## src/rtl/divsrch_pkg.sv

```systemverilog
package divsrch_pkg;
  typedef enum logic [1:0] {
    S_IDLE  = 2'd0,
    S_OPT   = 2'd1,
    S_STEP  = 2'd2,
    S_CHECK = 2'd3
  } srch_state_t;
endpackage

```

## src/rtl/divsrch_divider.sv

```systemverilog
// Restoring divider: one quotient bit per cycle, W cycles per division.
module divsrch_divider #(
  parameter int W = 32
) (
  input  logic         clk,
  input  logic         rst,
  input  logic         go,
  input  logic [W-1:0] dividend,
  input  logic [W-1:0] divisor,
  output logic         busy,
  output logic         done,
  output logic [W-1:0] quot,
  output logic [W-1:0] rem
);
  localparam int CW = $clog2(W + 1);

  logic [W-1:0] rem_q, quo_q, den_q;
  logic [CW-1:0] cnt_q;
  logic [W:0]   trial;
  logic         fits;

  assign trial = {rem_q, quo_q[W-1]};
  assign fits  = trial >= {1'b0, den_q};

  always_ff @(posedge clk) begin
    if (rst) begin
      rem_q <= '0;
      quo_q <= '0;
      den_q <= '0;
      cnt_q <= '0;
      busy  <= 1'b0;
      done  <= 1'b0;
    end else begin
      done <= 1'b0;
      if (go) begin
        rem_q <= '0;
        quo_q <= dividend;
        den_q <= divisor;
        cnt_q <= '0;
        busy  <= 1'b1;
      end else if (busy) begin
        if (fits) rem_q <= W'(trial - {1'b0, den_q});
        else      rem_q <= trial[W-1:0];
        quo_q <= {quo_q[W-2:0], fits};
        cnt_q <= cnt_q + 1'b1;
        if (cnt_q == CW'(W - 1)) begin
          busy <= 1'b0;
          done <= 1'b1;
        end
      end
    end
  end

  assign quot = quo_q;
  assign rem  = rem_q;
endmodule

```

## src/rtl/divsrch_best.sv

```systemverilog
// Holds the best (sample, step) pair and judges each new candidate.
module divsrch_best #(
  parameter int W          = 32,
  parameter int SW         = 4,
  parameter int TW         = 7,
  parameter int MAX_SAMPLE = 8
) (
  input  logic            clk,
  input  logic            rst,
  input  logic            init,
  input  logic [TW-1:0]   lim,
  input  logic            upd,
  input  logic [SW-1:0]   cand_s,
  input  logic [W-1:0]    cand_t,
  input  logic [W+SW-1:0] cand_m,
  output logic            better,
  output logic [SW-1:0]   best_s,
  output logic [TW-1:0]   best_t,
  output logic [W+SW-1:0] best_m
);
  localparam int MW = W + SW;

  logic [TW-1:0] lim_q;
  logic          in_range;

  always_ff @(posedge clk) begin
    if (rst) lim_q <= '0;
    else if (init) lim_q <= lim;
  end

  assign in_range = cand_t <= W'(lim_q);
  assign better   = in_range && (cand_m < best_m);

  always_ff @(posedge clk) begin
    if (rst) begin
      best_s <= '0;
      best_t <= '0;
      best_m <= '0;
    end else if (init) begin
      best_s <= SW'(MAX_SAMPLE);
      best_t <= lim;
      best_m <= MW'(MAX_SAMPLE) * MW'(lim);
    end else if (upd && better) begin
      best_s <= cand_s;
      best_t <= cand_t[TW-1:0];
      best_m <= cand_m;
    end
  end
endmodule

```

## src/rtl/divsrch_range.sv

```systemverilog
// Flags a pair whose bus rate would still exceed the target.
module divsrch_range #(
  parameter int W  = 32,
  parameter int SW = 4,
  parameter int TW = 7
) (
  input  logic [W-1:0]  src,
  input  logic [W-1:0]  tgt,
  input  logic [SW-1:0] s,
  input  logic [TW-1:0] t,
  output logic          too_slow
);
  localparam int DW = SW + TW + 1;
  localparam int PW = W + 1 + DW;

  logic [DW-1:0] den;
  logic [PW-1:0] limit;

  // floor(src / den) > tgt  <=>  src >= (tgt + 1) * den
  assign den      = DW'(DW'(s) * DW'(t)) << 1;
  assign limit    = (PW'(tgt) + PW'(1)) * PW'(den);
  assign too_slow = PW'(src) >= limit;
endmodule

```

## src/rtl/i2c_divisor_search.sv

```systemverilog
module i2c_divisor_search
  import divsrch_pkg::*;
#(
  parameter int W          = 32,
  parameter int MAX_SAMPLE = 8,
  parameter int STEP_FAST  = 8,
  parameter int STEP_SLOW  = 64,
  parameter int HS_CEIL    = 3400000,
  parameter int FS_CEIL    = 400000,
  localparam int SENC_W    = $clog2(MAX_SAMPLE),
  localparam int TENC_W    = $clog2(STEP_SLOW)
) (
  input  logic              clk,
  input  logic              rst,
  input  logic              start,
  input  logic [W-1:0]      src_hz,
  input  logic [W-1:0]      target_hz,
  output logic              done,
  output logic              err,
  output logic [SENC_W-1:0] sample_enc,
  output logic [TENC_W-1:0] step_enc
);
  localparam int SW = $clog2(MAX_SAMPLE + 1);
  localparam int TW = $clog2(STEP_SLOW + 1);
  localparam int MW = W + SW;

  srch_state_t   st_q;
  logic [W-1:0]  src_q, tgt_q, opt_q;
  logic [TW-1:0] lim_q;
  logic [SW-1:0] s_q;
  logic          busy;

  logic [W-1:0]  tgt_cl;
  logic [TW-1:0] lim_now;
  logic          bad_req, take;

  logic          div_go, div_busy, div_done;
  logic [W-1:0]  div_a, div_b, div_q, div_r, ceil_now;

  logic [MW-1:0] cand_m, best_m;
  logic          better, exact_hit, last_cand, too_slow;
  logic [SW-1:0] best_s;
  logic [TW-1:0] best_t;

  assign busy    = st_q != S_IDLE;
  assign tgt_cl  = (target_hz > W'(HS_CEIL)) ? W'(HS_CEIL) : target_hz;
  assign lim_now = (tgt_cl > W'(FS_CEIL)) ? TW'(STEP_FAST) : TW'(STEP_SLOW);
  assign bad_req = (target_hz == '0) || (src_hz < W'(2));
  assign take    = (st_q == S_IDLE) && start;

  assign ceil_now  = div_q + W'(div_r != '0);
  assign cand_m    = MW'(ceil_now) * MW'(s_q);
  assign exact_hit = better && (cand_m == MW'(opt_q));
  assign last_cand = exact_hit || (s_q == SW'(MAX_SAMPLE));

  always_comb begin
    div_go = 1'b0;
    div_a  = opt_q;
    div_b  = W'(s_q) + W'(1);
    case (st_q)
      S_IDLE: begin
        div_go = take && !bad_req;
        div_a  = src_hz >> 1;
        div_b  = tgt_cl;
      end
      S_OPT: begin
        div_go = div_done;
        div_a  = ceil_now;
        div_b  = W'(1);
      end
      S_STEP: begin
        div_go = div_done && !last_cand;
      end
      default: ;
    endcase
  end

  divsrch_divider #(.W(W)) u_div (
    .clk      (clk),
    .rst      (rst),
    .go       (div_go),
    .dividend (div_a),
    .divisor  (div_b),
    .busy     (div_busy),
    .done     (div_done),
    .quot     (div_q),
    .rem      (div_r)
  );

  divsrch_best #(.W(W), .SW(SW), .TW(TW), .MAX_SAMPLE(MAX_SAMPLE)) u_best (
    .clk    (clk),
    .rst    (rst),
    .init   (take && !bad_req),
    .lim    (lim_now),
    .upd    ((st_q == S_STEP) && div_done),
    .cand_s (s_q),
    .cand_t (ceil_now),
    .cand_m (cand_m),
    .better (better),
    .best_s (best_s),
    .best_t (best_t),
    .best_m (best_m)
  );

  divsrch_range #(.W(W), .SW(SW), .TW(TW)) u_range (
    .src      (src_q),
    .tgt      (tgt_q),
    .s        (best_s),
    .t        (best_t),
    .too_slow (too_slow)
  );

  always_ff @(posedge clk) begin
    if (rst) begin
      st_q       <= S_IDLE;
      src_q      <= '0;
      tgt_q      <= '0;
      opt_q      <= '0;
      lim_q      <= '0;
      s_q        <= '0;
      done       <= 1'b0;
      err        <= 1'b0;
      sample_enc <= '0;
      step_enc   <= '0;
    end else begin
      done <= 1'b0;
      case (st_q)
        S_IDLE: begin
          if (take) begin
            src_q <= src_hz;
            tgt_q <= tgt_cl;
            lim_q <= lim_now;
            if (bad_req) begin
              done       <= 1'b1;
              err        <= 1'b1;
              sample_enc <= '0;
              step_enc   <= '0;
            end else begin
              st_q <= S_OPT;
            end
          end
        end
        S_OPT: begin
          if (div_done) begin
            opt_q <= ceil_now;
            s_q   <= SW'(1);
            st_q  <= S_STEP;
          end
        end
        S_STEP: begin
          if (div_done) begin
            if (last_cand) st_q <= S_CHECK;
            else           s_q  <= s_q + 1'b1;
          end
        end
        S_CHECK: begin
          done <= 1'b1;
          err  <= too_slow;
          if (too_slow) begin
            sample_enc <= '0;
            step_enc   <= '0;
          end else begin
            sample_enc <= SENC_W'(best_s - 1'b1);
            step_enc   <= TENC_W'(best_t - 1'b1);
          end
          st_q <= S_IDLE;
        end
        default: st_q <= S_IDLE;
      endcase
    end
  end
endmodule

```

## config.mk

```make
export PLATFORM = sky130hd
export DESIGN_NAME = i2c_divisor_search
export DESIGN_NICKNAME = d
export VERILOG_FILES = /design/src/rtl/divsrch_pkg.sv /design/src/rtl/divsrch_divider.sv /design/src/rtl/divsrch_best.sv /design/src/rtl/divsrch_range.sv /design/src/rtl/i2c_divisor_search.sv
export SDC_FILE = /design/constraint.sdc
export NUM_CORES = 2
export LEC_CHECK = 0
export BUFFER_PORTS_ARGS = -buffer_cell sky130_fd_sc_hd__buf_4
export CORE_ASPECT_RATIO = 0.75
export CORE_MARGIN = 5
export CORE_UTILIZATION = 30
export DETAILED_ROUTE_END_ITERATION = 7
export GPL_TIMING_DRIVEN = 0
export PLACE_DENSITY = 0.53
export SYNTH_ARGS = -nofsm -noshare
export SYNTH_HDL_FRONTEND = slang
export SYNTH_SLANG_ARGS = --single-unit
export TNS_END_PERCENT = 50
```

## constraint.sdc

```tcl
create_clock -name clk -period 24.3 [get_ports clk]
set_input_delay 4.86 -clock clk [delete_from_list [all_inputs] [get_ports clk]]
set_output_delay 4.86 -clock clk [all_outputs]
set_load 0.02 [all_outputs]
```

==> impl_table.tex <==
\begin{tabular}{lr}
\hline
Metric & Value \\
\hline
\multicolumn{2}{l}{\textbf{Placement}} \\
\quad Post-place instance area & 35300 sq um \\
\quad Global placement routability congestion & 0.931 \\
\quad Port buffer count & 76 \\
\quad HPWL Detailed & 99.5 mm \\
\multicolumn{2}{l}{\textbf{Setup path}} \\
\quad Critical Path Source & u\_best.best\_s[2]\$\_SDFFE\_PP0P\_ \\
\quad Setup crit end & sample\_enc[1]\$\_SDFFE\_PP0P\_ \\
\quad Worst flop-to-flop path endpoint & sample\_enc[1]\$\_SDFFE\_PP0P\_ \\
\quad Startpoint of the most critical register-to-register path & u\_best.best\_s[2]\$\_SDFFE\_PP0P\_ \\
\quad CP required & 24.79 ns \\
\quad CP endpoint kind & register \\
\quad CP peak stage delay & 0.85 ns \\
\quad R2R setup slack & 10.20 ns \\
\quad FF-to-FF path depth & 44 \\
\quad WS Path Type & reg2reg \\
\quad Nature of the critical path startpoint & register \\
\quad Critical path's slowest cell & sky130\_fd\_sc\_hd\_\_xor2\_1 \\
\quad Arrival time worst endpoint & 14.60 ns \\
\quad Most common cell type on the critical path & sky130\_fd\_sc\_hd\_\_fa\_1 \\
\quad Biggest fanout along the worst timing path & 10 \\
\multicolumn{2}{l}{\textbf{Synthesis}} \\
\quad Mapped Nets & 4796 \\
\quad Number of instances in the synthesized netlist & 4131 \\
\quad Average footprint of a synthesized cell & 7.97 sq um \\
\quad Fraction of the yosys area taken by sequential cells & 16.2\% \\
\quad Ys async rst share & 0\% \\
\quad Synth area leader & sky130\_fd\_sc\_hd\_\_fa\_1 \\
\quad Yosys Warn Count & 0 \\
\quad Post-synth top area share & 21.2\% \\
\quad Post-synth EDFFs & 0 \\
\quad Most used flip-flop cell after synthesis & sky130\_fd\_sc\_hd\_\_dfxtp\_1 \\
\quad Register bit total from synthesis & 266 \\
\quad Leading post-synthesis cells by cell area & sky130\_fd\_sc\_hd\_\_fa\_1 (21\%), sky130\_fd\_sc\_hd\_\_dfxtp\_1 (16\%), sky130\_fd\_sc\_hd\_\_ha\_1 (9.5\%) \\
\quad Netlist area before placement & 32900 sq um \\
\quad Count of distinct cell types in the synthesized netlist & 85 \\
\multicolumn{2}{l}{\textbf{CTS}} \\
\quad Number of cells upsized or downsized after cts & 0 \\
\quad Clock-pin slew reported for the worst setup and hold paths after clock tree synthesis & 0.07 ns \\
\quad Worst skew pair latency & 0.63 ns \\
\quad Clk sinks & 266 \\
\quad H-Tree Depth & 1 \\
\quad Clock buffer count from CTS & 31 \\
\quad Number of setup buffers added after CTS & 0 \\
\quad Clock tree from TritonCTS & built \\
\quad Maximum root-to-sink buffer count & 3 \\
\quad Root buffer cell & sky130\_fd\_sc\_hd\_\_clkbuf\_16 \\
\quad Number of buffers added to fix hold violations after cts & 0 \\
\multicolumn{2}{l}{\textbf{Layout}} \\
\quad Ratio of cells with drive above 1 in the final layout & 4.27\% \\
\quad Final Net Count & 4905 \\
\quad Post-Layout Inst Area & 36400 sq um \\
\quad Fill count & 11.6k \\
\quad Area growth from synthesis to layout & 10.5\% \\
\multicolumn{2}{l}{\textbf{GRT}} \\
\quad Pin count of the biggest net entering global routing & 17 \\
\quad Total routing resource utilization after global routing & 20.2\% \\
\quad Number of antenna violations at the first check in global routing & 13 \\
\quad Global-route wire length before repair & 181 mm \\
\quad Via count of the first global-routing pass & 28.6k \\
\quad Total grt overflow & 0 \\
\multicolumn{2}{l}{\textbf{STA}} \\
\quad Number of slew-limit violations in the final report & 0 \\
\quad Slew at the pin with the worst max-slew slack & 1.25 ns \\
\quad Final setup violation count & 0 \\
\quad Final setup TNS & 0 ns \\
\quad Worst slack on hold paths & 0.455 ns \\
\quad Hold Violations, Final & 0 \\
\quad Tmin final & 14.10 ns \\
\quad Highest attainable clock frequency & 0.0709 GHz \\
\quad Share of the clock period used by the worst path after layout & 58.0\% \\
\quad Slew Limit Headroom & 16.7\% \\
\quad Unrepaired setup endpoints after global routing & false \\
\quad Layout Skew & 0.0276 ns \\
\multicolumn{2}{l}{\textbf{Power}} \\
\quad Proportion of total power due to net switching & 44.6\% \\
\quad Sequential fraction of design power & 26.5\% \\
\quad Combinational Power Share & 48.9\% \\
\quad Internal & 0.00114 W \\
\quad Switching power of the nets & 0.000917 W \\
\quad Static leakage & 15.7 nW \\
\quad Maximum vdd drop & 0.0000647 V \\
\quad Total power divided by cell area & 56.5 nW/um\^{}2 \\
\quad Portion of total power attributed to the clock network & 24.6\% \\
\multicolumn{2}{l}{\textbf{Min path}} \\
\quad Tightest Hold Check Type & reg2reg \\
\quad Startpoint of the worst hold path & u\_div.den\_q[28]\$\_SDFFE\_PP0P\_ \\
\multicolumn{2}{l}{\textbf{Routing}} \\
\quad Ratio of routed vias to standard cells & 5.23 \\
\quad Number of search-and-repair iterations in the first detailed-routing pass & 5 \\
\quad Number of antenna-violating nets in the routed design & 0 \\
\quad Total number of vias & 29.9k \\
\quad DRC violation total after the first TritonRoute iteration & 2786 \\
\quad WL/cell & 20.9 um \\
\quad Residual DRC & 0 \\
\quad Drt total wl & 119 mm \\
\multicolumn{2}{l}{\textbf{Die}} \\
\quad Vert. Die Dim & 297 um \\
\quad Die span in x & 393 um \\
\quad Die Outline Area & 117000 sq um \\
\quad Site Rows & 105 \\
\quad Floorplan core area & 109000 sq um \\
\quad Top-Level Pins & 78 \\
\quad Starting density of the core & 30.2\% \\
\multicolumn{2}{l}{\textbf{Flow run}} \\
\quad Max-Cap Viols & 0 \\
\multicolumn{2}{l}{\textbf{Status}} \\
\quad Result of the run & finished clean \\
\hline
\end{tabular}
-- flip-flops by register name, indices dropped and copies added, names as in the netlist, 2 cells and up --
name	flops
s_q	4
u_div.rem	32
sample_enc	3
st_q	2
tgt_q	32
step_enc	6
u_best.best_s	4
u_best.best_m	36
u_best.lim_q	2
src_q	32
u_div.den_q	32
opt_q	32
u_best.best_t	7
u_div.quot	32
u_div.cnt_q	6
-- cell usage in the layout (no fill, tap or decap), drive strengths merged, types with 30 or more instances in the layout --
master / n
a211oi: 98
a21o: 71
a21oi: 227
a22o: 31
and2: 110
and3: 38
buf: 113
clkbuf: 229
dfxtp: 266
fa: 349
ha: 249
inv: 461
mux2i: 60
nand2: 546
nand2b: 30
nand3: 65
nand4: 67
nor2: 423
nor2b: 52
nor3: 90
nor4: 36
o211ai: 45
o21ai: 120
xnor2: 116
xor2: 90
-- layer usage --
layer | vias up | share of wire [%] | track usage (%)
met2 | 1251 | 36 | 25.3
met5 | - | 0.054 | 0
met4 | 10 | 2.3 | 3.98
li1 | 14100 | - | -
met1 | 14400 | 49 | 32.0
met3 | 133 | 12 | 7.33
-- Yosys cell counts, drive strengths merged, types with 71 or more instances --
library cell  number
a21oi            227
fa               349
ha               249
nor3              90
inv              459
nor2             423
and2             110
nand2            546
clkbuf           187
xor2              90
o21ai            120
a21o              71
a211oi            98
dfxtp            266
xnor2            116
-- cells by family after synthesis --
group	synth area share, %
and+or+nand+nor	21.4
AOI/OAI and AO/OA	15.7
buffers and inverters	7.94
adders and majority gates	30.7
DFF	16.2
xor gates and xnor gates	6.25
muxes	1.89
-- cell type report --
type	count	area, sq um	share of cell area, %
multi-input combinational	3181	25000	68.7
sequential	266	5330	14.6
tap	1444	1810	4.97
inverter	460	1730	4.75
buffer	224	890	2.44
clock buffer	42	867	2.38
timing repair buffer	76	571	1.57
clock inverter	14	198	0.543
antenna	6	15.0	0.0413
-- power groups by stage --
stage | registers (W) | logic [W] | clock network [W]
2_1_floorplan | 0.000535 | 0.000694 | 0
3_3_place_gp | 0.000553 | 0.000979 | 0
3_5_place_dp | 0.000552 | 0.000981 | 0
4_1_cts | 0.000543 | 0.000988 | 0.000516
5_1_grt | 0.000552 | 0.00110 | 0.000534
6_report | 0.000545 | 0.00101 | 0.000506
-- through the flow --
| step | total power (W) | util [%] | setup slack, ns | std cells |
|---|---|---|---|---|
| 2_1_floorplan | 0.00123 | - | 13.25 | 4131 |
| 3_3_place_gp | 0.00153 | 32.3 | 10.33 | 5651 |
| 3_5_place_dp | 0.00153 | 32.3 | 10.24 | 5651 |
| 4_1_cts | 0.00205 | 33.3 | 10.20 | 5707 |
| 5_1_grt | 0.00218 | 33.3 | 9.38 | 5708 |
| 6_report | 0.00206 | 33.3 | 10.20 | 5713 |
-- worst min-delay path by stage --
stage | endpoint | depth (start not counted)
global route | u_div.den_q[28]$_SDFFE_PP0P_ | 2
detailed placement | u_div.den_q[25]$_SDFFE_PP0P_ | 2
finish | u_div.den_q[28]$_SDFFE_PP0P_ | 2
CTS | u_div.den_q[25]$_SDFFE_PP0P_ | 2
global placement | step_enc[4]$_SDFFE_PP0P_ | 2
floorplan | u_div.den_q[22]$_SDFFE_PP0P_ | 2
-- worst max-delay path, delay by kind of cell (launching register included) --
family | cells | cell delay (ns)
and+or+nand+nor | 9 | 2.42
xor gates and xnor gates | 2 | 1.15
adders and majority gates | 10 | 4.81
AOI/OAI and AO/OA | 19 | 4.26
DFF | 1 | 0.31
buffers and inverters | 4 | 0.99
Power figures use the tool's default switching activity.
